==> src/rtl/mseq_pkg.sv <==
// Package: shared widths, the control-word type and sequencer state encoding.
// Assumes an 8-bit instruction and a control word of 5 enumerator bits plus
// 2 parameter bits; these widths are fixed by the bus the block drives.
package mseq_pkg;

    localparam int OPC_W      = 8;
    localparam int ENUM_W     = 5;
    localparam int PARM_W     = 2;
    localparam int MAX_STEPS  = 4;
    localparam int STEP_IDX_W = $clog2(MAX_STEPS);
    localparam int CNT_W      = $clog2(MAX_STEPS + 1);

    // Field positions within a move opcode (decoded by the register file).
    localparam int MOV_SRC_LSB = 3;
    localparam int MOV_DST_LSB = 0;
    localparam int REG_SEL_W   = 3;

    // One control-bus word.
    typedef struct packed {
        logic [ENUM_W-1:0] enm;
        logic [PARM_W-1:0] prm;
    } ctl_word_t;

    // Sequencer phases.
    typedef enum logic [1:0] {
        SQ_IDLE = 2'd0,
        SQ_ACT  = 2'd1,
        SQ_GAP  = 2'd2
    } seq_state_e;

    // Fixed enumerators used by the increment procedure.
    localparam logic [ENUM_W-1:0] EN_FLAGS   = 5'b00001;
    localparam logic [ENUM_W-1:0] EN_ADD     = 5'b01010;
    localparam logic [ENUM_W-2:0] EN_AB_BASE = 4'b0001;

    // Parameter codes.
    localparam logic [PARM_W-1:0] PR_SRC     = 2'b00;
    localparam logic [PARM_W-1:0] PR_LOW     = 2'b01;
    localparam logic [PARM_W-1:0] PR_DST     = 2'b10;

    // Increment opcode pattern, bit 0 chooses the result register.
    localparam logic [OPC_W-2:0] INC_PATTERN = 7'b0101010;

endpackage

==> src/rtl/mseq_opcode_decoder.sv <==
// Module: mseq_opcode_decoder
// Purely combinational. Maps one opcode onto a step count and a table of up to
// MAX_STEPS control words. Unused table slots are zero. Assumes the caller
// holds the opcode stable while a procedure runs.
module mseq_opcode_decoder
    import mseq_pkg::*;
(
    input  logic [OPC_W-1:0]               opc,
    output logic [CNT_W-1:0]               n_steps,
    output ctl_word_t [MAX_STEPS-1:0]      words
);

    logic is_mov;
    logic is_inc;
    logic inc_sel;
    logic [REG_SEL_W-1:0] mov_src;
    logic [REG_SEL_W-1:0] mov_dst;

    // Classify the opcode into move, increment or neither.
    always_comb begin
        is_mov  = (opc[OPC_W-1 -: 2] == 2'b00) && (opc != '0);
        is_inc  = (opc[OPC_W-1:1] == INC_PATTERN);
        inc_sel = opc[0];
        mov_src = opc[MOV_SRC_LSB +: REG_SEL_W];
        mov_dst = opc[MOV_DST_LSB +: REG_SEL_W];
    end

    // Build the step table for the recognised procedure.
    always_comb begin
        n_steps = '0;
        words   = '0;
        if (is_mov) begin
            n_steps      = CNT_W'(2);
            words[0].enm = {{(ENUM_W-REG_SEL_W){1'b0}}, mov_src};
            words[0].prm = PR_SRC;
            words[1].enm = {{(ENUM_W-REG_SEL_W){1'b0}}, mov_dst};
            words[1].prm = PR_DST;
        end else if (is_inc) begin
            n_steps      = CNT_W'(4);
            words[0].enm = EN_FLAGS;
            words[0].prm = PR_LOW;
            words[1].enm = {EN_AB_BASE, ~inc_sel};
            words[1].prm = PR_LOW;
            words[2].enm = EN_ADD;
            words[2].prm = PR_DST;
            words[3].enm = {EN_AB_BASE, inc_sel};
            words[3].prm = PR_DST;
        end
    end

endmodule

==> src/rtl/mseq_step_timer.sv <==
// Module: mseq_step_timer
// Counts the ticks of the active step. The count restarts at zero whenever the
// step is not active. The module flags the final tick and derives the bus clock,
// which is high from tick CLK_TICK onward. Assumes TICKS > CLK_TICK >= 1.
module mseq_step_timer #(
    parameter int TICKS    = 4,
    parameter int CLK_TICK = 2
) (
    input  logic clk,
    input  logic rst_n,
    input  logic act,
    output logic last_tick,
    output logic bus_clk
);

    localparam int TW = (TICKS > 1) ? $clog2(TICKS) : 1;
    localparam logic [TW-1:0] TICK_LAST = TW'(TICKS - 1);
    localparam logic [TW-1:0] TICK_CLK  = TW'(CLK_TICK);

    logic [TW-1:0] tick_q;

    // Advance within an active step; restart otherwise.
    always_ff @(posedge clk) begin
        if (!rst_n) begin
            tick_q <= '0;
        end else if (act && (tick_q != TICK_LAST)) begin
            tick_q <= tick_q + 1'b1;
        end else begin
            tick_q <= '0;
        end
    end

    // Flag the last tick and form the bus clock level.
    always_comb begin
        last_tick = act && (tick_q == TICK_LAST);
        bus_clk   = act && (tick_q >= TICK_CLK);
    end

endmodule

==> src/rtl/mseq_proc_fsm.sv <==
// Module: mseq_proc_fsm
// Control for one procedure: accepts start while idle, runs steps in order with
// a one-cycle gap between them, and pulses done after the last one. A zero-step
// opcode pulses done straight from idle. Assumes n_now is the decode of the
// opcode presented at the accepting edge.
module mseq_proc_fsm
    import mseq_pkg::*;
(
    input  logic                  clk,
    input  logic                  rst_n,
    input  logic                  start,
    input  logic [OPC_W-1:0]      opcode,
    input  logic [CNT_W-1:0]      n_now,
    input  logic                  last_tick,
    output seq_state_e            state,
    output logic [STEP_IDX_W-1:0] step_idx,
    output logic [OPC_W-1:0]      opc_held,
    output logic                  done
);

    seq_state_e            state_q;
    logic [STEP_IDX_W-1:0] step_q;
    logic [CNT_W-1:0]      nsteps_q;
    logic [OPC_W-1:0]      opc_q;
    logic                  done_q;
    logic                  final_step;

    // Detect that the running step is the last of the procedure.
    always_comb begin
        final_step = ({1'b0, step_q} == (nsteps_q - CNT_W'(1)));
    end

    // Phase, step index, held opcode and done pulse.
    always_ff @(posedge clk) begin
        if (!rst_n) begin
            state_q  <= SQ_IDLE;
            step_q   <= '0;
            nsteps_q <= '0;
            opc_q    <= '0;
            done_q   <= 1'b0;
        end else begin
            done_q <= 1'b0;
            unique case (state_q)
                SQ_IDLE: begin
                    if (start) begin
                        if (n_now == '0) begin
                            done_q <= 1'b1;
                        end else begin
                            state_q  <= SQ_ACT;
                            step_q   <= '0;
                            nsteps_q <= n_now;
                            opc_q    <= opcode;
                        end
                    end
                end
                SQ_ACT: begin
                    if (last_tick) begin
                        if (final_step) begin
                            state_q <= SQ_IDLE;
                            done_q  <= 1'b1;
                        end else begin
                            state_q <= SQ_GAP;
                        end
                    end
                end
                SQ_GAP: begin
                    state_q <= SQ_ACT;
                    step_q  <= step_q + 1'b1;
                end
                default: begin
                    state_q <= SQ_IDLE;
                end
            endcase
        end
    end

    // Drive outputs from the registered state.
    always_comb begin
        state    = state_q;
        step_idx = step_q;
        opc_held = opc_q;
        done     = done_q;
    end

endmodule

==> src/rtl/microstep_sequencer.sv <==
// Module: microstep_sequencer (top)
// Expands a fetched opcode into a timed list of control-bus words. While idle
// the decoder looks at the incoming opcode; once a procedure runs, it reads
// the held copy. The active word is chosen by step index; outside active
// steps the bus carries zero. Assumes TICKS >= 4 and TICKS > CLK_TICK >= 1.
module microstep_sequencer
    import mseq_pkg::*;
#(
    parameter int TICKS    = 4,
    parameter int CLK_TICK = 2
) (
    input  logic              clk,
    input  logic              rst_n,
    input  logic              start,
    input  logic [OPC_W-1:0]  opcode,
    output logic [ENUM_W-1:0] ctl_enum,
    output logic [PARM_W-1:0] ctl_param,
    output logic              bus_clk,
    output logic              busy,
    output logic              done
);

    seq_state_e                state;
    logic [STEP_IDX_W-1:0]     step_idx;
    logic [OPC_W-1:0]          opc_held;
    logic [OPC_W-1:0]          dec_opc;
    logic [CNT_W-1:0]          n_steps;
    ctl_word_t [MAX_STEPS-1:0] words;
    ctl_word_t [MAX_STEPS-1:0] gated;
    logic                      act;
    logic                      last_tick;
    logic                      timer_clk;

    // Pick the opcode the decoder sees: live while idle, held while running.
    always_comb begin
        dec_opc = (state == SQ_IDLE) ? opcode : opc_held;
        act     = (state == SQ_ACT);
    end

    mseq_opcode_decoder u_dec (
        .opc     (dec_opc),
        .n_steps (n_steps),
        .words   (words)
    );

    mseq_step_timer #(
        .TICKS    (TICKS),
        .CLK_TICK (CLK_TICK)
    ) u_timer (
        .clk       (clk),
        .rst_n     (rst_n),
        .act       (act),
        .last_tick (last_tick),
        .bus_clk   (timer_clk)
    );

    mseq_proc_fsm u_fsm (
        .clk       (clk),
        .rst_n     (rst_n),
        .start     (start),
        .opcode    (opcode),
        .n_now     (n_steps),
        .last_tick (last_tick),
        .state     (state),
        .step_idx  (step_idx),
        .opc_held  (opc_held),
        .done      (done)
    );

    // Gate each table slot so only the current active step reaches the bus.
    for (genvar gi = 0; gi < MAX_STEPS; gi++) begin : g_slot
        always_comb begin
            gated[gi] = (act && (step_idx == STEP_IDX_W'(gi))) ? words[gi] : '0;
        end
    end

    // Merge the gated slots onto the bus and form the status outputs.
    always_comb begin
        ctl_word_t merged;
        merged = '0;
        for (int i = 0; i < MAX_STEPS; i++) begin
            merged = merged | gated[i];
        end
        ctl_enum  = merged.enm;
        ctl_param = merged.prm;
        bus_clk   = timer_clk;
        busy      = (state != SQ_IDLE);
    end

endmodule

==> config.mk <==
export PLATFORM = sky130hd
export DESIGN_NAME = microstep_sequencer
export DESIGN_NICKNAME = d
export VERILOG_FILES = /design/src/rtl/mseq_pkg.sv /design/src/rtl/mseq_opcode_decoder.sv /design/src/rtl/mseq_step_timer.sv /design/src/rtl/mseq_proc_fsm.sv /design/src/rtl/microstep_sequencer.sv
export SDC_FILE = /design/constraint.sdc
export NUM_CORES = 1
export LEC_CHECK = 0
export CAP_MARGIN = 0
export CORE_UTILIZATION = 54
export DETAILED_ROUTE_END_ITERATION = 16
export GPL_TIMING_DRIVEN = 0
export PLACE_DENSITY_LB_ADDON = 0.1
export SETUP_SLACK_MARGIN = 0.15
export SLEW_MARGIN = 10
export SYNTH_ARGS = -nofsm -noshare
export SYNTH_HDL_FRONTEND = slang
export SYNTH_HIERARCHICAL = 1
export SYNTH_SLANG_ARGS = --single-unit
export TNS_END_PERCENT = 100
==> constraint.sdc <==
create_clock -name clk -period 3.66 [get_ports clk]
set_input_delay 0.732 -clock clk [delete_from_list [all_inputs] [get_ports clk]]
set_output_delay 0.732 -clock clk [all_outputs]
set_load 0.02 [all_outputs]
# Word-level counts from Yosys, hierarchy flattened
# Index checks and enable logic that the tools add are counted.
[totals] reg_bits=18 output_inout_bits=10
[op_classes] add_sub_neg=3 n_lt_le_gt_ge=1 n_eq_ne=12 n_mux=23 bitwise_logic=5 reduce_logical=19
[op_table] operator="7-bit 2-to-1 mux" count=4
[op_table] operator="25-bit 2-to-1 mux" count=1
[op_table] operator="7-bit bitwise OR" count=3
[op_table] operator="14-bit 2-to-1 mux" count=1
[op_table] operator="2-bit 2-to-1 mux" count=6
[op_table] operator="11-bit 2-to-1 mux" count=1
[op_table] operator="3-bit AND reduction" count=3
[op_table] operator="2-bit == test, second input constant" count=4
[op_table] operator="1-bit logical AND" count=8
[op_table] operator="8-bit 2-to-1 mux" count=1
[op_table] operator="8-bit nonzero test" count=1
[op_table] operator="7-bit by 6-bit == test with 1-bit output, second input constant" count=1
[op_table] operator="2-bit logical NOT" count=3
[op_table] operator="3-bit 2-to-1 mux" count=2
[op_table] operator="2-bit != test, second input constant" count=3
[op_table] operator="2-bit one-hot mux with 3 select lines" count=1
[op_table] operator="2-bit by 1-bit adder with 2-bit output, second input constant" count=2
[op_table] operator="2-bit by 1-bit == test with 1-bit output, second input constant" count=2
[op_table] operator="1-bit 2-to-1 mux" count=4
[op_table] operator="2-bit one-hot mux with 2 select lines" count=1
[op_table] operator="2-bit nonzero test" count=2
[op_table] operator="2-bit by 3-bit == test with 1-bit output" count=1
[op_table] operator="3-bit logical NOT" count=1
[op_table] operator="3-bit by 1-bit subtractor with 3-bit output, second input constant" count=1
[op_table] operator="5 further kinds" count=6

# Depth between registers and ports, before layout
# Gate-level depths: netlist of run 1.
[depth] ltp_word=9 mapped_depth=9

# By module
# Netlist of run 1, hierarchy kept.
[by_module_without_submodules] mod="mseq_proc_fsm" instances=1 cells_per_inst=85 area_each_um2=748.2 seq_area_each_um2=320.3
[by_module_without_submodules] mod="microstep_sequencer" instances=1 cells_per_inst=37 area_each_um2=324.1 seq_area_each_um2=0.0
[by_module_without_submodules] mod="mseq_opcode_decoder" instances=1 cells_per_inst=38 area_each_um2=274.0 seq_area_each_um2=0.0
[by_module_without_submodules] mod="mseq_step_timer" instances=1 cells_per_inst=9 area_each_um2=108.9 seq_area_each_um2=40.0

# Least setup slack after synthesis of run 1
# OpenSTA, ideal clock, no wires.
[synth_timing] kind="register -> output" start="reg u_fsm.state_q[1], in the netlist u_fsm/state[1]" end="out ctl_param[1]" t_arrival_ps=2651 required_time_ps=2928 path_slack_ps=277 stages_incl_launch_ff=8 n_path_buf=1 cell_sequence="dfxtp_1 nor2_2 mux2_2 or3_2 nor2_1 buf_4 mux2i_1 o22ai_1"
[synth_lines] item="start: declaration" line_no="mseq_proc_fsm.sv:21" rtl="seq_state_e state_q;"
[synth_lines] item="start signal: assignment" line_no="mseq_proc_fsm.sv:36" rtl="state_q <= SQ_IDLE;"
[synth_lines] item="start signal: assignment" line_no="mseq_proc_fsm.sv:49" rtl="state_q <= SQ_ACT;"
[synth_lines] item="start signal: assignment" line_no="mseq_proc_fsm.sv:59" rtl="state_q <= SQ_IDLE;"
[synth_lines] item="end: declaration" line_no="microstep_sequencer.sv:17" rtl="output logic [PARM_W-1:0] ctl_param,"

==> impl_metrics.csv, run 1 <==
group,metric,value,unit
status,outcome,"finished clean",
yosys,avgSynthCellArea,8.610,µm²
sta,fmax,286.6,MHz
routing,viasPerCell,5.226,
finish,fillCellCount,215,
sta,final.setup.worst_slack,0.1710,ns
sta,fin_skew,0.004558,ns
routing,vias,1249,
finish,area_delta_synth_final,23.90,%
place,gp_congestion,0.8157,
routing,drt_iter0_markers,4,
finish,antennaDiodeCount,0,
floorplan,core.rowCount,18,
worst_setup_path,critPathCaptureType,"output port",
clocking,cts_buffer_depth,2,
finish,fin_nets,224,
floorplan,io_pins,21,
pwr,leakage,0.7717,nW
clocking,clock-root-buffer,"clkbuf_4",
worst_setup_path,critPathArrivalTime,2.76,ns
yosys,yosysSeqAreaShare,24.76,%
yosys,yosys.cell_types.count,45,
place,post-place-ws,-0.6861,ns
pwr,ir_worst_vdd,0.3257,mV
worst_setup_path,cp_common_cell,"buf_4",
grt,grt_max_degree,13,
grt,grt_pass1_vias,1094,
place,dp.cells,231,
worst_setup_path,path_class,"in2out",
worst_setup_path,critical_path.max_stage_delay,0.52,ns
yosys,synth_cells,169,
worst_setup_path,path_cells,"clkdlybuf4s50_1 -> mux2_2 -> or4_4 -> o31a_1 -> buf_4 -> mux2i_1 -> o22ai_1 -> buf_4",
floorplan,core,2522,µm²
clocking,htree_num_levels,1,
yosys,syn-cell-area,1455,µm²
yosys,yosysWarnings,6,
finish,instances_no_fill,239,
worst_setup_path,crit_required,2.93,ns
worst_setup_path,startpoint_type,"input pin",
floorplan,start_util,57.69,%
worst_setup_path,cpMaxStageDelayCell,"or4_4",
yosys,synth-seq-cells,18,
routing,drt-total-wl,3041,µm
finish,seq_area,361.6,µm²
clocking,cts_hold_buf,0,
sta,fin_setup_tns,0,ns
routing,dr.pass1.iters,4,
grt,overflow,0,
sta,rsz0062_at_grt,"true",
yosys,yosys_most_used_dff,"dfxtp_1",
job,cap_violations,0,
pwr,power_density,268.2,nW/µm²
floorplan,dieHeight,53.91,µm
min_path,hold_path_class,"reg2reg",
place,port-buffer-count,19,
grt,antenna_found_initial,0,
sta,drv_slew,0,
finish,multi_input_comb_area,922.1,µm²
yosys,yosysTopAreaCell,"dfxtp_1",
finish,fin_util,71.48,%
pwr,p_total,0.4836,mW
yosys,synthArstFlopShare,0,%
sta,timing.final.crit_period,3.489,ns
grt,grt_usage,21.74,%
floorplan,dieArea,2906,µm²
worst_setup_path,path_max_fanout,3,
clocking,insertion_delay,0.29,ns
clocking,clk_pin_slew,0.10,ns
routing,ant_nets,0,
grt,grt_pass1_wl,4602,µm
finish,drive_gt1_share,29.67,%
sta,period_share,95.33,%
clocking,clock_sink_count,18,
routing,routedWlPerCell,12.72,µm
routing,drc,0,
clocking,cts_tree,"built",
yosys,synth_area_leaders,"dfxtp_1 25%, buf_4 12%, mux2i_1 10%",
clocking,cts_buffers,3,
yosys,synth-edff-count,0,
floorplan,fp.dieW,53.91,µm
yosys,netlist.area_leader.share,24.76,%
place,dpl.hpwl,2253,µm
sta,report.final.hold_viol_count,0,
sta,finalSetupViolations,0,
[cell usage in the layout (no fill, tap or decap), drive strengths merged, types with 5 or more instances in the layout]
master,synthesis,final
buf,29,37
mux2,8,8
inv,6,6
conb,1,14
clkdlybuf4s50,0,12
nand2,5,5
a21boi,14,14
mux2i,15,15
nand3,9,9
o21ai,11,11
o22ai,7,7
dfxtp,18,18
clkbuf,3,8
[cell usage after synthesis (2+ instances only)]
master / n
o2bb2ai_1: 3
nand2_1: 5
and2_1: 3
nor2b_1: 2
nand3_1: 9
nor3_1: 2
a21boi_1: 14
mux2i_1: 15
inv_1: 5
and4bb_2: 2
ha_1: 3
mux2_2: 8
o21ai_1: 10
clkbuf_1: 2
dfxtp_1: 18
buf_4: 24
buf_2: 5
or3b_1: 2
o22ai_1: 7
nor2_1: 3
xor2_1: 2
o21a_1: 2
[where the power goes]
part | switching, mW | total (mW) | internal (mW) | leakage, nW
combinational | 0.0745 | 0.152 | 0.0778 | 0.603
clock | 0.0590 | 0.119 | 0.0605 | 0.0210
sequential | 0.00626 | 0.212 | 0.206 | 0.147
[path summary, 6_finish.rpt]
kind	from	endpoint	slack (ns)	depth (start not counted)
worst max-delay path	opcode[5]	ctl_param[1]	0.17	8
worst max register to register	u_fsm/state[0]	u_fsm/opc_held[0]	0.73	11
worst min register to register	u_fsm/opc_held[3]	u_fsm/opc_held[3]	0.48	2
worst min-delay path	u_fsm/opc_held[3]	u_fsm/opc_held[3]	0.48	2
[stage by stage]
step,hold WS (ns),area (µm²)
after floorplan,0.4501,1504
after CTS,0.4837,1805
after global placement,0.4626,1732
after detailed placement,0.4681,1732
final,0.4820,1803
after global routing,0.4978,1803
[flip-flops by register name, indices dropped and copies added (netlist names)]
name / count
u_timer/tick_q: 2
u_fsm/done: 1
u_fsm/step_idx: 2
u_fsm/state: 2
u_fsm/opc_held: 8
u_fsm/nsteps_q: 3
[layout make-up]
cell class,count,share of cell area [%]
Multi-Input combinational cell,126,51.14
Sequential cell,18,20.06
Buffer,32,12.07
Timing Repair Buffer,23,11.38
Tap cell,30,2.082
Clock buffer,4,2.012
Inverter,6,1.249
[what timing repair did]
action | CTS | global route
setup buffers | 4 | 0
pin swaps | 4 | 3
gates resized for setup | 23 | 6
endpoints found under the setup margin | 6 | 6
[routing by layer]
layer / global-route usage [%] / up-vias / routed length (µm)
li1: - / 655 / -
met1: 26.11 / 581 / 1403
met2: 38.07 / 11 / 1550
met3: 3.107 / 2 / 68
met4: 9.211 / 0 / 18
met5: 0 / - / 0
[worst max-delay path: cells and delay by family]
family	cells	cell delay, ns
simple gates	1	0.52
compound gates	2	0.37
mux	2	0.42
buf+inv	3	0.71
[logic make-up (layout without fill, tap and decap cells)]
kind of cell,Yosys count,count (layout),share of synthesized area (%)
AO/OA/AOI/OAI,42,42,19.35
XOR/XNOR,3,3,1.806
adder cells (fa/ha/maj),3,3,2.580
buffers and inverters,38,65,16.51
flip-flops,18,18,24.76
multiplexers,23,23,16.51
other,1,14,0.2577
AND/OR/NAND/NOR,41,41,18.23
Note: power is estimated with default switching activity, not from simulation.
==> run 2: changes to the inputs <==
--- a/config.mk
+++ b/config.mk
@@ -5,8 +5,10 @@
 export SDC_FILE = /design/constraint.sdc
 export NUM_CORES = 1
 export LEC_CHECK = 0
+export ABC_CLOCK_PERIOD_IN_PS = 3660
 export CAP_MARGIN = 0
-export CORE_UTILIZATION = 54
+export CORE_UTILIZATION = 56
+export CTS_BUF_LIST = sky130_fd_sc_hd__clkbuf_4 sky130_fd_sc_hd__clkbuf_8
 export DETAILED_ROUTE_END_ITERATION = 16
 export GPL_TIMING_DRIVEN = 0
 export PLACE_DENSITY_LB_ADDON = 0.1
@@ -16,4 +18,3 @@
 export SYNTH_HDL_FRONTEND = slang
 export SYNTH_HIERARCHICAL = 1
 export SYNTH_SLANG_ARGS = --single-unit
-export TNS_END_PERCENT = 100
==> run 2 against run 1 <==
  * Wire length rose by 3.3%
  * Via count grew 1.4%
  * First-iteration DRC count increased to 4.3 times the previous value
  * Sequential power is essentially flat
  * Clock skew about the same
  * Sequential share of layout area shrank 0.11 points
  * Worst setup slack gained 0.067 ns
  * Flip-flop and latch count unchanged
  * Critical path type unchanged
  * Largest power group unchanged
==> impl_metrics.csv, run 2 (synthesized netlist as in run 1, its figures left out) <==
group,metric,value,unit
status,outcome,"finished clean",
routing,viasPerCell,5.297,
clocking,clock-root-buffer,"clkbuf_4",
finish,final_cell_mix,"29 x buf_4, 17 x dfxtp_1, 15 x mux2i_1",
pwr,p_comb_share,31.2,%
finish,largest_register_ff_count,8,
min_path,hold_path_class,"reg2reg",
pwr,pwr-share-seq,43.0,%
sta,fmax,292.2,MHz
sta,period_share,93.50,%
job,cap_violations,0,
worst_setup_path,critPathCaptureType,"output port",
routing,drc,0,
floorplan,fp.dieW,52.98,µm
pwr,leakage,0.7923,nW
routing,ant_nets,0,
floorplan,core,2455,µm²
finish,drive_gt1_share,29.67,%
finish,fin_nets,224,
floorplan,core.rowCount,18,
place,port-buffer-count,19,
sta,rsz0062_at_grt,"true",
finish,area_delta_synth_final,25.45,%
worst_setup_path,cpMaxStageDelayCell,"clkdlybuf4s50_1",
place,dpl.hpwl,2292,µm
grt,grt_usage,24.43,%
sta,drv_slew,0,
floorplan,dieArea,2806,µm²
place,gp_congestion,0.8287,
grt,antenna_found_initial,0,
sta,timing.final.crit_period,3.422,ns
worst_setup_path,cp_common_cell,"clkdlybuf4s50_1",
sta,final.setup.worst_slack,0.2378,ns
grt,grt_pass1_wl,5043,µm
floorplan,io_pins,21,
worst_setup_path,path_class,"in2out",
worst_setup_path,critPathArrivalTime,2.69,ns
floorplan,start_util,59.28,%
routing,vias,1266,
worst_setup_path,cp.buffers_inverters,2,
floorplan,dieHeight,52.98,µm
routing,routedWlPerCell,13.14,µm
finish,final_common_cell,"buf_4",
worst_setup_path,crit_required,2.93,ns
pwr,p_total,0.4910,mW
clocking,insertion_delay,0.30,ns
sta,report.final.hold_viol_count,0,
grt,grt_pass1_vias,1185,
sta,finalSetupViolations,0,
pwr,ir_worst_vdd,0.3103,mV
pwr,p_clk_share,25.8,%
routing,drt_iter0_markers,17,
worst_setup_path,critical_path.max_stage_delay,0.62,ns
routing,dr.pass1.iters,4,
pwr,p_switching,0.1476,mW
clocking,cts_buffer_depth,2,
clocking,cts_buffers,3,
grt,grt_max_degree,13,
pwr,power_density,269.0,nW/µm²
pwr,internal_power,0.3434,mW
worst_setup_path,critPathTopFamily,"buffers and inverters",
clocking,clock_sink_count,18,
grt,overflow,0,
clocking,clk_pin_slew,0.11,ns
clocking,htree_num_levels,1,
finish,instances_no_fill,239,
place,dp.cells,231,
finish,fillCellCount,200,
worst_setup_path,path_cells,"clkdlybuf4s50_1 -> mux2_2 -> nor2_2 -> and2_1 -> mux2i_1 -> o22ai_1 -> clkdlybuf4s50_1",
worst_setup_path,path_max_fanout,7,
finish,antennaDiodeCount,0,
worst_setup_path,startpoint_type,"input pin",
sta,fin_skew,0.004697,ns
place,post-place-ws,-0.6817,ns
clocking,cts_tree,"built",
clocking,cts_hold_buf,0,
routing,drt-total-wl,3140,µm
pwr,p_sw_share,30.06,%
run 2: cell types whose count changed in the layout (fill, tap and decap cells not counted), sizes merged:
| cell | change |
|---|---|
| clkdlybuf4s15 | +1 |
| clkdlybuf4s50 | -2 |
| dlymetal6s2s | +2 |
| buf | -2 |
| clkbuf | +1 |
run 2: worst paths after layout:
kind	startpoint	cells after the start	end	slack [ns]
hold reg to reg	u_fsm/opc_held[2]	2	u_fsm/opc_held[2]	0.49
setup reg to reg	u_fsm/state[1]	10	u_fsm/opc_held[5]	0.84
setup / recovery	opcode[6]	7	ctl_enum[2]	0.24
hold / removal	u_fsm/opc_held[2]	2	u_fsm/opc_held[2]	0.49
run 2: what timing repair did:
action / 4_1_cts / 5_1_grt
resized for setup: 17 / 15
endpoints found under the hold margin: 0 / 0
buffers inserted: 1 / 3
setup endpoints to repair: 6 / 6
pin swaps: 2 / 3
run 2: power groups by stage:
stage	combinational, mW	clock (mW)	sequential [mW]
4_1_cts	0.143	0.127	0.212
2_1_floorplan	0.104	0	0.215
3_3_place_gp	0.139	0	0.215
5_1_grt	0.167	0.135	0.212
3_5_place_dp	0.142	0	0.216
6_report	0.153	0.127	0.211
run 2: routing by layer:
layer	global-route usage (%)	vias up	wire, µm
met5	0	-	0
met3	2.586	7	101
met4	10.53	0	59
met1	28.89	582	1394
li1	-	653	-
met2	43.88	24	1585
run 2: through the flow:
step,hold slack [ns],util [%],TNS (ns),cell area [µm²]
6_report,0.4900,74.36,0,1826
5_1_grt,0.5241,74.36,0,1826
4_1_cts,0.4903,72.43,0,1778
3_3_place_gp,0.4632,70.54,-2.685,1732
3_5_place_dp,0.4752,70.54,-2.783,1732
2_1_floorplan,0.4501,-,0,1504
run 2: layout make-up:
class	count	area, µm²	area share, %
Buffer	32	217.7	11.93
Clock buffer	4	36.28	1.988
Sequential cell	18	364.1	19.95
Inverter	6	22.52	1.234
Multi-Input combinational cell	126	933.4	51.13
Timing Repair Buffer	23	214.0	11.72
Tap cell	30	37.54	2.056
run 2: tightest hold or removal path, delay by kind of cell, from the launching register on:
kind           cells  cell delay (ns)
flip-flops         1             0.32
AO/OA/AOI/OAI      2             0.12
